File: config.mk
export PLATFORM = sky130hd
export DESIGN_NAME = clkrst_irq_regs
export DESIGN_NICKNAME = d
export VERILOG_FILES = /design/src/rtl/clkrst_irq_pkg.sv /design/src/rtl/irqgrp_decode.sv /design/src/rtl/irqgrp_status.sv /design/src/rtl/irqgrp_mask.sv /design/src/rtl/clkrst_irq_regs.sv
export SDC_FILE = /design/constraint.sdc
export NUM_CORES = 1
export LEC_CHECK = 0
export CORE_MARGIN = 4
export CORE_UTILIZATION = 27
export CTS_CLUSTER_DIAMETER = 200
export DETAILED_ROUTE_END_ITERATION = 7
export HOLD_SLACK_MARGIN = 0.02
export PLACE_DENSITY = 0.85
export SYNTH_ARGS = -nofsm -noshare
export SYNTH_HDL_FRONTEND = slang
export SYNTH_SLANG_ARGS = --single-unit
export TNS_END_PERCENT = 50
File: constraint.sdc
create_clock -name clk -period 1.4 [get_ports clk]
set_input_delay 0.28 -clock clk [delete_from_list [all_inputs] [get_ports clk]]
set_output_delay 0.28 -clock clk [all_outputs]
set_load 0.01 [all_outputs]
File: src/rtl/clkrst_irq_pkg.sv
package clkrst_irq_pkg;

  localparam int REG_W = 32;
  localparam int BE_W  = REG_W / 8;

  // Byte offsets of the four words; the bus decodes on these.
  localparam logic [REG_W-1:0] OFS_STATUS  = 32'h0000_0000;
  localparam logic [REG_W-1:0] OFS_MASK    = 32'h0000_0004;
  localparam logic [REG_W-1:0] OFS_ENABLE  = 32'h0000_0008;
  localparam logic [REG_W-1:0] OFS_DISABLE = 32'h0000_000C;

  typedef enum logic [2:0] {
    SEL_NONE,
    SEL_STATUS,
    SEL_MASK,
    SEL_ENABLE,
    SEL_DISABLE
  } reg_sel_e;

  // Map a byte address to a register; misaligned or unmapped gives SEL_NONE.
  function automatic reg_sel_e decode_word(input logic [REG_W-1:0] byte_addr);
    reg_sel_e sel;
    unique case (byte_addr)
      OFS_STATUS:  sel = SEL_STATUS;
      OFS_MASK:    sel = SEL_MASK;
      OFS_ENABLE:  sel = SEL_ENABLE;
      OFS_DISABLE: sel = SEL_DISABLE;
      default:     sel = SEL_NONE;
    endcase
    return sel;
  endfunction

  // A write counts only when every byte lane is enabled.
  function automatic logic full_word(input logic [BE_W-1:0] be);
    return &be;
  endfunction

  // Next value of one status bit: a hardware set takes priority over a clear.
  function automatic logic status_bit_next(input logic cur,
                                           input logic clr,
                                           input logic set);
    logic nxt;
    if (set)      nxt = 1'b1;
    else if (clr) nxt = 1'b0;
    else          nxt = cur;
    return nxt;
  endfunction

  // Bits of the interrupt view that are pending and not masked.
  function automatic logic [REG_W-1:0] unmasked(input logic [REG_W-1:0] status,
                                                input logic [REG_W-1:0] mask);
    return status & ~mask;
  endfunction

endpackage

File: src/rtl/irqgrp_decode.sv
module irqgrp_decode
  import clkrst_irq_pkg::*;
#(
  parameter int ADDR_W = 8
) (
  input  logic [ADDR_W-1:0] addr,
  input  logic              wr,
  input  logic [BE_W-1:0]   be,
  output reg_sel_e          sel,
  output logic              wr_status,
  output logic              wr_enable,
  output logic              wr_disable
);

  logic wr_ok;

  always_comb begin
    sel = decode_word(REG_W'(addr));
  end

  assign wr_ok      = wr && full_word(be);
  assign wr_status  = wr_ok && (sel == SEL_STATUS);
  assign wr_enable  = wr_ok && (sel == SEL_ENABLE);
  assign wr_disable = wr_ok && (sel == SEL_DISABLE);

endmodule

File: src/rtl/irqgrp_status.sv
module irqgrp_status
  import clkrst_irq_pkg::*;
#(
  parameter int NUM_SRC = 4
) (
  input  logic               clk,
  input  logic               rst_n,
  input  logic               clr_stb,
  input  logic [NUM_SRC-1:0] clr_bits,
  input  logic [NUM_SRC-1:0] set_bits,
  output logic [NUM_SRC-1:0] status
);

  for (genvar i = 0; i < NUM_SRC; i++) begin : g_bit
    always_ff @(posedge clk or negedge rst_n) begin
      if (!rst_n) begin
        status[i] <= 1'b0;
      end else begin
        status[i] <= status_bit_next(status[i], clr_stb && clr_bits[i], set_bits[i]);
      end
    end
  end

endmodule

File: src/rtl/irqgrp_mask.sv
module irqgrp_mask #(
  parameter int NUM_SRC = 4
) (
  input  logic               clk,
  input  logic               rst_n,
  input  logic               unmask_stb,
  input  logic               mask_stb,
  input  logic [NUM_SRC-1:0] bits,
  output logic [NUM_SRC-1:0] mask
);

  always_ff @(posedge clk or negedge rst_n) begin
    if (!rst_n) begin
      mask <= '1;
    end else if (unmask_stb) begin
      mask <= mask & ~bits;
    end else if (mask_stb) begin
      mask <= mask | bits;
    end
  end

endmodule

File: src/rtl/clkrst_irq_regs.sv
module clkrst_irq_regs
  import clkrst_irq_pkg::*;
#(
  parameter int ADDR_W  = 8,
  parameter int NUM_SRC = 4
) (
  input  logic               clk,
  input  logic               rst_n,
  input  logic [ADDR_W-1:0]  reg_addr,
  input  logic               reg_wr,
  input  logic [3:0]         reg_be,
  input  logic [31:0]        reg_wdata,
  output logic [31:0]        reg_rdata,
  input  logic [NUM_SRC-1:0] evt_in,
  output logic               irq_out
);

  // Named internal events, visible to the bound checker.
  reg_sel_e           sel_w;
  logic               wr_status_w;
  logic               wr_enable_w;
  logic               wr_disable_w;
  logic [NUM_SRC-1:0] wdata_lo_w;
  logic [NUM_SRC-1:0] status_q;
  logic [NUM_SRC-1:0] mask_q;
  logic               pending_w;
  logic               irq_q;
  logic               unused_w;

  assign wdata_lo_w = reg_wdata[NUM_SRC-1:0];
  assign unused_w   = ^reg_wdata[REG_W-1:NUM_SRC];

  irqgrp_decode #(.ADDR_W(ADDR_W)) u_decode (
    .addr       (reg_addr),
    .wr         (reg_wr),
    .be         (reg_be),
    .sel        (sel_w),
    .wr_status  (wr_status_w),
    .wr_enable  (wr_enable_w),
    .wr_disable (wr_disable_w)
  );

  irqgrp_status #(.NUM_SRC(NUM_SRC)) u_status (
    .clk      (clk),
    .rst_n    (rst_n),
    .clr_stb  (wr_status_w),
    .clr_bits (wdata_lo_w),
    .set_bits (evt_in),
    .status   (status_q)
  );

  irqgrp_mask #(.NUM_SRC(NUM_SRC)) u_mask (
    .clk        (clk),
    .rst_n      (rst_n),
    .unmask_stb (wr_enable_w),
    .mask_stb   (wr_disable_w),
    .bits       (wdata_lo_w),
    .mask       (mask_q)
  );

  assign pending_w = |unmasked(REG_W'(status_q), REG_W'(mask_q));

  always_ff @(posedge clk or negedge rst_n) begin
    if (!rst_n) irq_q <= 1'b0;
    else        irq_q <= pending_w;
  end

  assign irq_out = irq_q;

  // Read mux: the strobe words and unmapped addresses return zero.
  always_comb begin
    unique case (sel_w)
      SEL_STATUS: reg_rdata = REG_W'(status_q);
      SEL_MASK:   reg_rdata = REG_W'(mask_q);
      default:    reg_rdata = '0;
    endcase
  end

endmodule

==> results of run 1 <==
## cells by family (layout without fill, tap and decap cells)
kind of cell,after synthesis,count (layout),share of synthesized area (%)
buffers and inverters,34,49,31.0
other,1,28,0.496
flip-flops,9,9,30.5
AO/OA/AOI/OAI,6,6,4.80
multiplexers,8,8,11.3
AND/OR/NAND/NOR,30,30,22.0
## repair_timing
item	CTS	global route
endpoints found under the setup margin	9	5
resized for setup	36	8
buffers inserted	2	0
pin swaps	7	6
hold endpoints to repair	0	0
gates cloned	0	0
## path summary, 6_finish.rpt
kind / slack (ns) / endpoint / start
worst max register to register: 0.29 / irq_out / flip-flop
worst min register to register: 0.64 / u_status.status[1] / u_status.status[1]
max in group asynchronous: 0.74 / async pin / rst_n
min in group clk: 0.51 / flip-flop / reg_addr[5]
worst min-delay path: 0.32 / u_status.status[2] / rst_n
worst max-delay path: -0.02 / reg_rdata[3] / flip-flop
## layer usage
layer  track usage (%)  vias up  part of all wire, %
li1                  -      326                    -
met1              11.0      304                   39
met2              18.3       33                   50
met3              3.19        3                  9.7
met4              5.57        0                  1.5
met5                 0        -                    0
## cells in the mapped netlist
cell      instances
mux2_1            4
and4_2            1
buf_2             1
dfrtp_1           5
conb_1            1
mux2i_1           4
nand4_1           4
dfstp_2           4
buf_4            28
nand2_1           5
a21oi_1           4
inv_1             4
nor3_1            4
and3_1            4
o221ai_1          1
and4_1            1
nor4_4            1
nor2_1           10
clkbuf_1          1
a22oi_1           1
## through the flow
stage	hold WS (ns)	util (%)	cell area, µm²
3_5_place_dp	0.613	40.4	1040
6_report	0.323	42.1	1080
5_1_grt	0.344	42.1	1080
4_1_cts	0.332	41.3	1060
3_3_place_gp	0.592	40.4	1040
2_1_floorplan	-0.0156	-	857
## cell type report
type	count	area share (%)
multi-input cells	72	39.0
repair buffers	41	32.4
flip-flops and latches	9	21.3
well taps	30	3.47
clock buffers	4	2.43
inverters	4	1.39
## power breakdown
part | switching (mW) | internal [mW] | leakage, nW
clock network | 0.0956 | 0.110 | 0.0150
logic | 0.0811 | 0.0719 | 0.422
registers | 0.000304 | 0.262 | 0.0850
## worst max-delay path, delay by kind of cell, from the launching register on
family,cells,cell delay (ns)
AND/OR/NAND/NOR,1,0.11
flip-flops,1,0.55
multiplexers,1,0.07
buffers and inverters,1,0.15
==> impl_metrics.ini, run 1 <==
[clock_tree]
cts_tree = yes
clk_path_buf_depth = 2
cts_sinks = 9
cts_max_level = 1
holdBufCountCts = 0
clk_pin_slew_ns = 0.06
cts_buffers = 3
clk_latency_ns = 0.26
root_buffer = clkbuf_4

[layout]
fillCellCount = 281
n_antenna_cell = 0
most-common-layout-cells = 28 x conb_1, 14 x clkdlybuf4s50_1, 14 x buf_4, 9 x nor2_1
nets = 182
multiInputGateArea_um2 = 422
area_delta_synth_final_pct = 43.0
seq_area_um2 = 230
mostFrequentLayoutCell = conb_1
instances_no_fill = 160
drive_gt1_share_pct = 28.5

[sta]
drv_slew = 0
tns_ns = -0.0472
setup_violations = 3
hold_viol = 0
finClkSkew_ns = 0.00489
rsz0062_at_grt = yes
fin_crit_ns = 1.42
fmax_ghz = 0.702
setup_ws_ns = -0.0240
fin_crit_sh_pct = 102

[power_and_ir_drop]
leakage_nw = 0.522
pwr_density_cell_nw_per_um2 = 574
vdd_drop_max_mv = 0.253
power_uw = 621

[floorplan]
core.rowCount = 18
initial_core_util_pct = 29.4
core_um2 = 2570
io_pins = 84
dieHeight_um = 60.9
dieArea_um2 = 3710
die_w_um = 60.9

[detailed_routing]
routed_via_density = 4.16
vias = 666
drc = 0
drt-pass1-iter-count = 4
wirelength_mm = 1.83
post_drt_wl_per_cell_um = 11.4
detail-route-antenna-nets = 0
drt_iter0_drc = 12

[grt]
grt_overflow = 0
antenna_found_initial = 0
grt_pass1_vias = 690
grt_pass1_wl_mm = 2.77
grt_usage_pct = 10.4
grt_max_degree = 10

[synth]
ys_seq_elements = 9
netlist_area_um2 = 756
synth_top_area_share_pct = 27.8
synth_cell_types = 20
syn_inst = 88
synth_seq_area_share_pct = 30.5
yosysTopAreaCell = buf_4
syn_area_per_cell_um2 = 8.59
synthTopCellsByArea = buf_4 28%, dfrtp_1 17%, dfstp_2 14%
ys_warn_count = 0

[flow_run]
drv_cap = 0

[setup_path]
start_kind = flip-flop
critical_path.cell_chain = mux2i_2 > nor3_2 > buf_2
slowest_delay_ns = 0.55
critical_path_peak_fanout = 2
worstPathRequired_ns = 1.12
endpoint_kind = output pin
rr_worst_depth = 4
critPathArrivalTime_ns = 1.14
slowest_stage = dfstp_2
crit_type = reg2out

[place]
hpwl_mm = 1.56
dp_slack_ns = -0.858
gp_congestion = 0.844
io_buffers = 27
dp.cells = 154

[status]
status = finished, violations left
failed_checks = setup timing

[hold_path]
hp-class = in2async
Power figures use the tool's default switching activity.
==> run 2, diff against run 1 <==
- CTS_CLUSTER_DIAMETER: 200 -> default
- CTS_CLUSTER_SIZE: default -> 25
==> results of run 2 <==
Final layout, timing and power as in run 1 (identical DEF).
